File: src/rtl/trb_pkg.sv
package trb_pkg;

    typedef enum logic [3:0] {
        REG_ID    = 4'd0,
        REG_DEPTH = 4'd1,
        REG_WIDTH = 4'd2,
        REG_STAT  = 4'd3,
        REG_DATA  = 4'd4,
        REG_RPTR  = 4'd5,
        REG_WPTR  = 4'd6,
        REG_TCNT  = 4'd7,
        REG_CTRL  = 4'd8
    } reg_addr_e;

    // bit 0 full, bit 1 triggered, bit 2 acquisition done, bit 3 formatter empty
    typedef struct packed {
        logic fmt_empty;
        logic acq_done;
        logic triggered;
        logic full;
    } status_t;

    // bit 0 capture enable, bit 1 packed mode
    typedef struct packed {
        logic packed_mode;
        logic enable;
    } ctrl_t;

    function automatic logic [31:0] status_word(status_t s);
        return {28'd0, s};
    endfunction

endpackage

File: src/rtl/trb_ram.sv
module trb_ram #(
    parameter int DEPTH = 64,
    parameter int W     = 32,
    localparam int AW   = $clog2(DEPTH)
) (
    input  logic          clk,
    input  logic          rst,
    input  logic          wr_en,
    input  logic [AW-1:0] wr_addr,
    input  logic [W-1:0]  wr_data,
    input  logic          rd_en,
    input  logic [AW-1:0] rd_addr,
    output logic [W-1:0]  rd_data
);
    logic [W-1:0] mem [DEPTH];

    always_ff @(posedge clk) begin
        if (wr_en) mem[wr_addr] <= wr_data;
    end

    always_ff @(posedge clk) begin
        if (rst)        rd_data <= '0;
        else if (rd_en) rd_data <= mem[rd_addr];
    end
endmodule

File: src/rtl/trb_formatter.sv
module trb_formatter #(
    parameter int IN_W = 16,
    localparam int OUT_W = 2 * IN_W
) (
    input  logic             clk,
    input  logic             rst,
    input  logic             in_valid,
    input  logic [IN_W-1:0]  in_data,
    input  logic             accept,
    input  logic             packed_mode,
    input  logic             flush,
    output logic             out_valid,
    output logic [OUT_W-1:0] out_data,
    output logic             pending
);
    logic            pend_q;
    logic [IN_W-1:0] half_q;

    always_comb begin
        out_valid = accept && in_valid && (!packed_mode || pend_q);
        out_data  = packed_mode ? {in_data, half_q} : OUT_W'(in_data);
    end

    always_ff @(posedge clk) begin
        if (rst || flush) begin
            pend_q <= 1'b0;
            half_q <= '0;
        end else if (accept && in_valid && packed_mode) begin
            pend_q <= !pend_q;
            if (!pend_q) half_q <= in_data;
        end
    end

    assign pending = pend_q;
endmodule

File: src/rtl/trb_seq.sv
module trb_seq
    import trb_pkg::*;
#(
    parameter int DEPTH = 64,
    parameter int CNT_W = 16,
    localparam int PW   = $clog2(DEPTH)
) (
    input  logic             clk,
    input  logic             rst,
    input  logic             wr_rptr,
    input  logic             wr_wptr,
    input  logic             wr_tcnt,
    input  logic             wr_ctrl,
    input  logic [CNT_W-1:0] wdata,
    input  logic             data_rd,
    input  logic             trig_in,
    input  logic             entry_wr,
    output ctrl_t            ctrl,
    output logic             accept,
    output logic             flush,
    output logic             restart,
    output logic [PW-1:0]    wptr,
    output logic [PW-1:0]    rptr,
    output logic [CNT_W-1:0] tcnt,
    output logic             full,
    output logic             triggered,
    output logic             done
);
    localparam logic [PW-1:0] LAST = PW'(DEPTH - 1);

    logic stop_hit;

    always_comb begin
        restart  = wr_ctrl && wdata[0];
        stop_hit = ctrl.enable && !done && triggered && (tcnt == '0);
        accept   = ctrl.enable && !done && !(triggered && (tcnt == '0));
        flush    = stop_hit || restart;
    end

    always_ff @(posedge clk) begin
        if (rst) begin
            ctrl      <= '0;
            wptr      <= '0;
            rptr      <= '0;
            tcnt      <= '0;
            full      <= 1'b0;
            triggered <= 1'b0;
            done      <= 1'b0;
        end else begin
            if (wr_ctrl) ctrl <= ctrl_t'(wdata[1:0]);

            if (wr_wptr)       wptr <= wdata[PW-1:0];
            else if (entry_wr) wptr <= (wptr == LAST) ? '0 : wptr + PW'(1);

            if (wr_rptr)      rptr <= wdata[PW-1:0];
            else if (data_rd) rptr <= (rptr == LAST) ? '0 : rptr + PW'(1);

            if (wr_tcnt) tcnt <= wdata;
            else if (entry_wr && triggered && tcnt != '0) tcnt <= tcnt - CNT_W'(1);

            if (entry_wr && wptr == LAST) full <= 1'b1;
            if (ctrl.enable && !done && trig_in) triggered <= 1'b1;
            if (stop_hit) done <= 1'b1;

            if (restart) begin
                full      <= 1'b0;
                triggered <= 1'b0;
                done      <= 1'b0;
            end
        end
    end
endmodule

File: src/rtl/trace_ring_buffer.sv
module trace_ring_buffer
    import trb_pkg::*;
#(
    parameter int          DEPTH    = 64,
    parameter int          RAM_W    = 32,
    parameter int          CNT_W    = 16,
    parameter logic [31:0] ID_VALUE = 32'h7B10_0001,
    localparam int         IN_W     = RAM_W / 2,
    localparam int         PW       = $clog2(DEPTH)
) (
    input  logic            clk,
    input  logic            rst,
    input  logic            trc_valid,
    input  logic [IN_W-1:0] trc_data,
    input  logic            trc_trigger,
    input  logic [3:0]      bus_addr,
    input  logic            bus_wr,
    input  logic            bus_rd,
    input  logic [31:0]     bus_wdata,
    output logic [31:0]     bus_rdata
);
    reg_addr_e  sel;
    logic       wr_rptr, wr_wptr, wr_tcnt, wr_ctrl, data_rd;
    ctrl_t      ctrl;
    logic       accept, flush, restart, full, triggered, done, pending;
    logic       ram_we;
    logic [RAM_W-1:0] ram_wdata, ram_rdata;
    logic [PW-1:0]    wptr, rptr;
    logic [CNT_W-1:0] tcnt;
    status_t    stat;
    logic [31:0] rdata_q;
    logic        from_ram_q;
    logic        unused_wdata;

    assign unused_wdata = ^bus_wdata[31:CNT_W];

    always_comb begin
        sel     = reg_addr_e'(bus_addr);
        wr_rptr = bus_wr && sel == REG_RPTR;
        wr_wptr = bus_wr && sel == REG_WPTR;
        wr_tcnt = bus_wr && sel == REG_TCNT;
        wr_ctrl = bus_wr && sel == REG_CTRL;
        data_rd = bus_rd && sel == REG_DATA;
        stat    = '{fmt_empty: !pending, acq_done: done, triggered: triggered, full: full};
    end

    trb_seq #(.DEPTH(DEPTH), .CNT_W(CNT_W)) seq_i (
        .clk(clk), .rst(rst),
        .wr_rptr(wr_rptr), .wr_wptr(wr_wptr), .wr_tcnt(wr_tcnt), .wr_ctrl(wr_ctrl),
        .wdata(bus_wdata[CNT_W-1:0]), .data_rd(data_rd), .trig_in(trc_trigger),
        .entry_wr(ram_we), .ctrl(ctrl), .accept(accept), .flush(flush),
        .restart(restart), .wptr(wptr), .rptr(rptr), .tcnt(tcnt),
        .full(full), .triggered(triggered), .done(done)
    );

    trb_formatter #(.IN_W(IN_W)) fmt_i (
        .clk(clk), .rst(rst), .in_valid(trc_valid), .in_data(trc_data),
        .accept(accept), .packed_mode(ctrl.packed_mode), .flush(flush),
        .out_valid(ram_we), .out_data(ram_wdata), .pending(pending)
    );

    trb_ram #(.DEPTH(DEPTH), .W(RAM_W)) ram_i (
        .clk(clk), .rst(rst), .wr_en(ram_we), .wr_addr(wptr), .wr_data(ram_wdata),
        .rd_en(data_rd), .rd_addr(rptr), .rd_data(ram_rdata)
    );

    always_ff @(posedge clk) begin
        if (rst) begin
            rdata_q    <= '0;
            from_ram_q <= 1'b0;
        end else begin
            from_ram_q <= data_rd;
            if (bus_rd) begin
                case (sel)
                    REG_ID:    rdata_q <= ID_VALUE;
                    REG_DEPTH: rdata_q <= 32'(DEPTH);
                    REG_WIDTH: rdata_q <= 32'(RAM_W);
                    REG_STAT:  rdata_q <= status_word(stat);
                    REG_RPTR:  rdata_q <= 32'(rptr);
                    REG_WPTR:  rdata_q <= 32'(wptr);
                    REG_TCNT:  rdata_q <= 32'(tcnt);
                    REG_CTRL:  rdata_q <= 32'(ctrl);
                    default:   rdata_q <= '0;
                endcase
            end
        end
    end

    assign bus_rdata = from_ram_q ? 32'(ram_rdata) : rdata_q;
endmodule

File: config.mk
export PLATFORM = sky130hd
export DESIGN_NAME = trace_ring_buffer
export DESIGN_NICKNAME = d
export VERILOG_FILES = /design/src/rtl/trb_pkg.sv /design/src/rtl/trb_ram.sv /design/src/rtl/trb_formatter.sv /design/src/rtl/trb_seq.sv /design/src/rtl/trace_ring_buffer.sv
export SDC_FILE = /design/constraint.sdc
export NUM_CORES = 2
export LEC_CHECK = 0
export BUFFER_PORTS_ARGS = -buffer_cell sky130_fd_sc_hd__buf_2
export CORE_ASPECT_RATIO = 1.75
export CORE_UTILIZATION = 63
export DETAILED_ROUTE_END_ITERATION = 7
export GPL_ROUTABILITY_DRIVEN = 0
export PLACE_DENSITY = 0.79
export SLEW_MARGIN = 10
export SYNTH_ARGS = -nofsm -noshare
export SYNTH_HDL_FRONTEND = slang
export SYNTH_SLANG_ARGS = --single-unit
export TNS_END_PERCENT = 50
File: constraint.sdc
create_clock -name clk -period 10 [get_ports clk]
set_input_delay 0 -clock clk [delete_from_list [all_inputs] [get_ports clk]]
set_output_delay 0 -clock clk [all_outputs]
set_load 0.02 [all_outputs]
==> impl_results.md <==
- Worst r2r src: seq_i.tcnt[0]$_SDFFE_PP0P_
- # Post-CTS Setup Buffers: 0
- Worst Path Required: 10.45 ns
- Max clock buf depth: 3
- GR Overflow Total: 0
- WL final: 237000 um
- H-tree depth: 4
- Clock root cell: clkbuf_16
- Hold Path End: seq_i.rptr[2]$_SDFFE_PP0P_
- Final count of hold timing violations: 0
- Post_cts resized: 0
- Crit share post-route: 49.6%
- #FFs+latches synth: 2148
- Synth warn: 0
- Largest net degree at the start of global routing: 128
- Sw frac: 20.3%
- Layout cells sized above 1: 24.4%
- Design area: 0.0924 mm2
- TritonCTS clock tree: built
- Starting Density: 63.7%
- Drt first pass iters: 8
- Vias in the first global route: 45465
- Mapped Cells: 4045
- P per Cell Area: 185 mW/mm2
- Outcome: finished, final reports clean
- Die H: 482 um
- Number of cell rows: 175
- Synth unique cells: 72
- Syn_area_per_cell: 20.5 um2
- Comb power frac: 2.9%
- Vias: 45469
- Least-Margin Pin Slew: 1.34 ns
- Synth Net Count: 4107
- Core Area: 0.130 mm2
- CP endpoint kind: flip-flop
- Max frequency: 202 MHz
- CTS Hold Bufs: 89
- CTS buffer count: 171
- Wire length per cell: 38.7 um
- Io pins: 90
- Worst slew margin: 10.1%
- Clock-pin slew on the worst setup and hold paths: 0.07 ns
- Worst R2R Path Depth: 8
- Via density: 7.43
- Setup violators final: 0
- Crit Reg-Reg Endpoint: ram_i.mem[46][29]$_DFFE_PP_
- Max Transition Viols Final: 0
- Tmin final: 4.96 ns
- EDFF count, synth: 2048
- First-pass GRT wire length: 330000 um
- Sequential Power Share: 57.4%
- Power share of the clock group: 39.7%
- Internal cell power: 13.6 mW
- Arrival @ worst endpoint: 5.41 ns
- Kind of critical path: reg -> reg
- RSZ-0062 raised after global routing: false
- Hold_sp: bus_wdata[2]
- Max VDD drop: 173 uV
- Worst-skew pair later-pin latency: 0.82 ns
- ANT nets after route: 0
- Post-synth ARST share: 0%
- Width of the die: 276 um
- Max cap viols: 0
- HPWL after DPL: 124000 um
- Area grow syn2layout: 11.4%
- Worst hold path type: in -> reg
- Sink Count: 2148
- Initial antenna violation count: 20
- Worst Hold Depth: 4
- Share of the yosys chip area belonging to registers: 76.5%
- Overall routing resource usage: 35.9%
- Clock skew: 0.0242 ns
- DP Area: 0.0860 mm2
- Leak: 28.9 nW
- Setup_tns: 0 ns
- CP startpoint kind: flip-flop
- Crit path max fanout: 19
- Number of remaining DRC errors: 0
- IO Port Bufs: 73
- Psw: 3.47 mW
- R2R setup slack: 5.04 ns
- Full die area: 0.133 mm2
- Ys flop type: edfxtp_1
- Post-synthesis instance area: 0.0830 mm2
- Final net count: 4342
- DRT iter0 DRCs: 6897
## sequential cells by signal (all words and copies together) (netlist names)
signal,cells
fmt_i.half_q,16
fmt_i.pending,1
from_ram_q,1
ram_i.mem,2048
ram_i.rd_data,32
rdata_q,17
seq_i.ctrl,2
seq_i.done,1
seq_i.full,1
seq_i.rptr,6
seq_i.tcnt,16
seq_i.triggered,1
seq_i.wptr,6
## placed cells by master (no fill, tap or decap), drive strengths merged, types with 12 or more instances in the layout
master / instances
dlygate4sd3: 89
nand2: 94
nand2b: 14
nor4: 18
o221ai: 33
and2: 33
nor3: 56
mux2i: 176
a211oi: 29
a21oi: 83
o21ai: 22
inv: 15
o211ai: 12
a22oi: 78
a311oi: 21
clkbuf: 219
a31oi: 14
o22ai: 78
mux2: 46
nor2b: 17
nor2: 202
bufinv: 13
mux4: 462
edfxtp: 2048
nand3: 36
buf: 215
clkinv: 76
dfxtp: 100
## power groups by stage
stage                     logic (mW)  clock network, mW  registers, mW
after floorplan                0.302                  0           9.98
after global placement         0.440                  0           9.99
after detailed placement       0.452                  0           9.99
after CTS                      0.477               6.78           9.79
after global routing           0.507               7.09           9.79
final                          0.492               6.77           9.80
## how the worst max path moves through the flow
stage                                     from                     endpoint  slack [ns]  depth (start not counted)
floorplan           seq_i.tcnt[0]$_SDFFE_PP0P_   ram_i.mem[14][0]$_DFFE_PP_        6.37                          8
global placement    seq_i.tcnt[0]$_SDFFE_PP0P_   ram_i.mem[46][6]$_DFFE_PP_        5.41                          8
detailed placement  seq_i.tcnt[0]$_SDFFE_PP0P_  ram_i.mem[46][28]$_DFFE_PP_        5.31                          8
CTS                 seq_i.tcnt[0]$_SDFFE_PP0P_  ram_i.mem[46][14]$_DFFE_PP_        5.29                          8
global route        seq_i.tcnt[0]$_SDFFE_PP0P_  ram_i.mem[46][14]$_DFFE_PP_        4.97                          8
finish              seq_i.tcnt[0]$_SDFFE_PP0P_  ram_i.mem[46][29]$_DFFE_PP_        5.04                          8
## logic make-up after synthesis
| kind of cell | after synthesis | share of synthesized area [%] |
|---|---|---|
| xor gates and xnor gates | 12 | 0.127 |
| adders and majority gates | 4 | 0.0603 |
| and+or+nand+nor | 519 | 2.99 |
| DFF | 2148 | 76.5 |
| buffers and inverters | 253 | 1.41 |
| muxes | 684 | 15.3 |
| AOI/OAI and AO/OA | 425 | 3.59 |
## critical path, cell delays in order (launching register included)
cell	delay (ns)
dfxtp_1	0.46
inv_1	0.10
ha_1	0.21
nor2b_1	0.15
and4_1	0.49
a311oi_1	0.78
nand3_1	0.96
nor2_4	0.92
buf_4	0.52
## stage by stage
step	cells	total power, mW	hold WS (ns)	setup WS [ns]	util, %
after floorplan	4045	10.3	0.136	6.37	-
after global placement	5699	10.4	0.253	5.41	66.0
after detailed placement	5699	10.4	0.258	5.31	66.0
after CTS	6105	17.1	0.0598	5.29	70.9
after global routing	6106	17.4	0.101	4.97	70.9
final	6116	17.1	0.109	5.04	71.0
## synth_stat cells (36+ instances only)
| cell | count | area [um2] |
|---|---|---|
| edfxtp_1 | 2048 | 61500 |
| mux4_2 | 462 | 10400 |
| nor2_1 | 202 | 758 |
| mux2i_1 | 176 | 1760 |
| clkbuf_1 | 120 | 450 |
| dfxtp_1 | 100 | 2000 |
| nand2_1 | 94 | 353 |
| a21oi_1 | 83 | 415 |
| a22oi_1 | 78 | 586 |
| o22ai_1 | 78 | 488 |
| buf_2 | 69 | 345 |
| nor3_1 | 55 | 275 |
| mux2_2 | 46 | 518 |
| nand3_1 | 36 | 180 |
## layer usage
metal  track usage (%)  part of all wire, %  vias to the layer above
li1                  -                    -                    17298
met1              41.3                   30                    23050
met2              57.3                   48                     4032
met3              9.55                   12                     1071
met4              29.3                  9.9                       18
met5                 0                0.054                        -
## final cells by class
cell class | instances | area [um2]
fill | 7015 | 37800
clock buffer | 219 | 4640
inverter | 11 | 42.5
timing repair buffer | 304 | 2390
sequential | 2148 | 63500
multi-input combinational | 1644 | 18900
antenna | 11 | 27.5
clock inverter | 98 | 838
tap | 1681 | 2100
(Power assumes the default switching activity.)
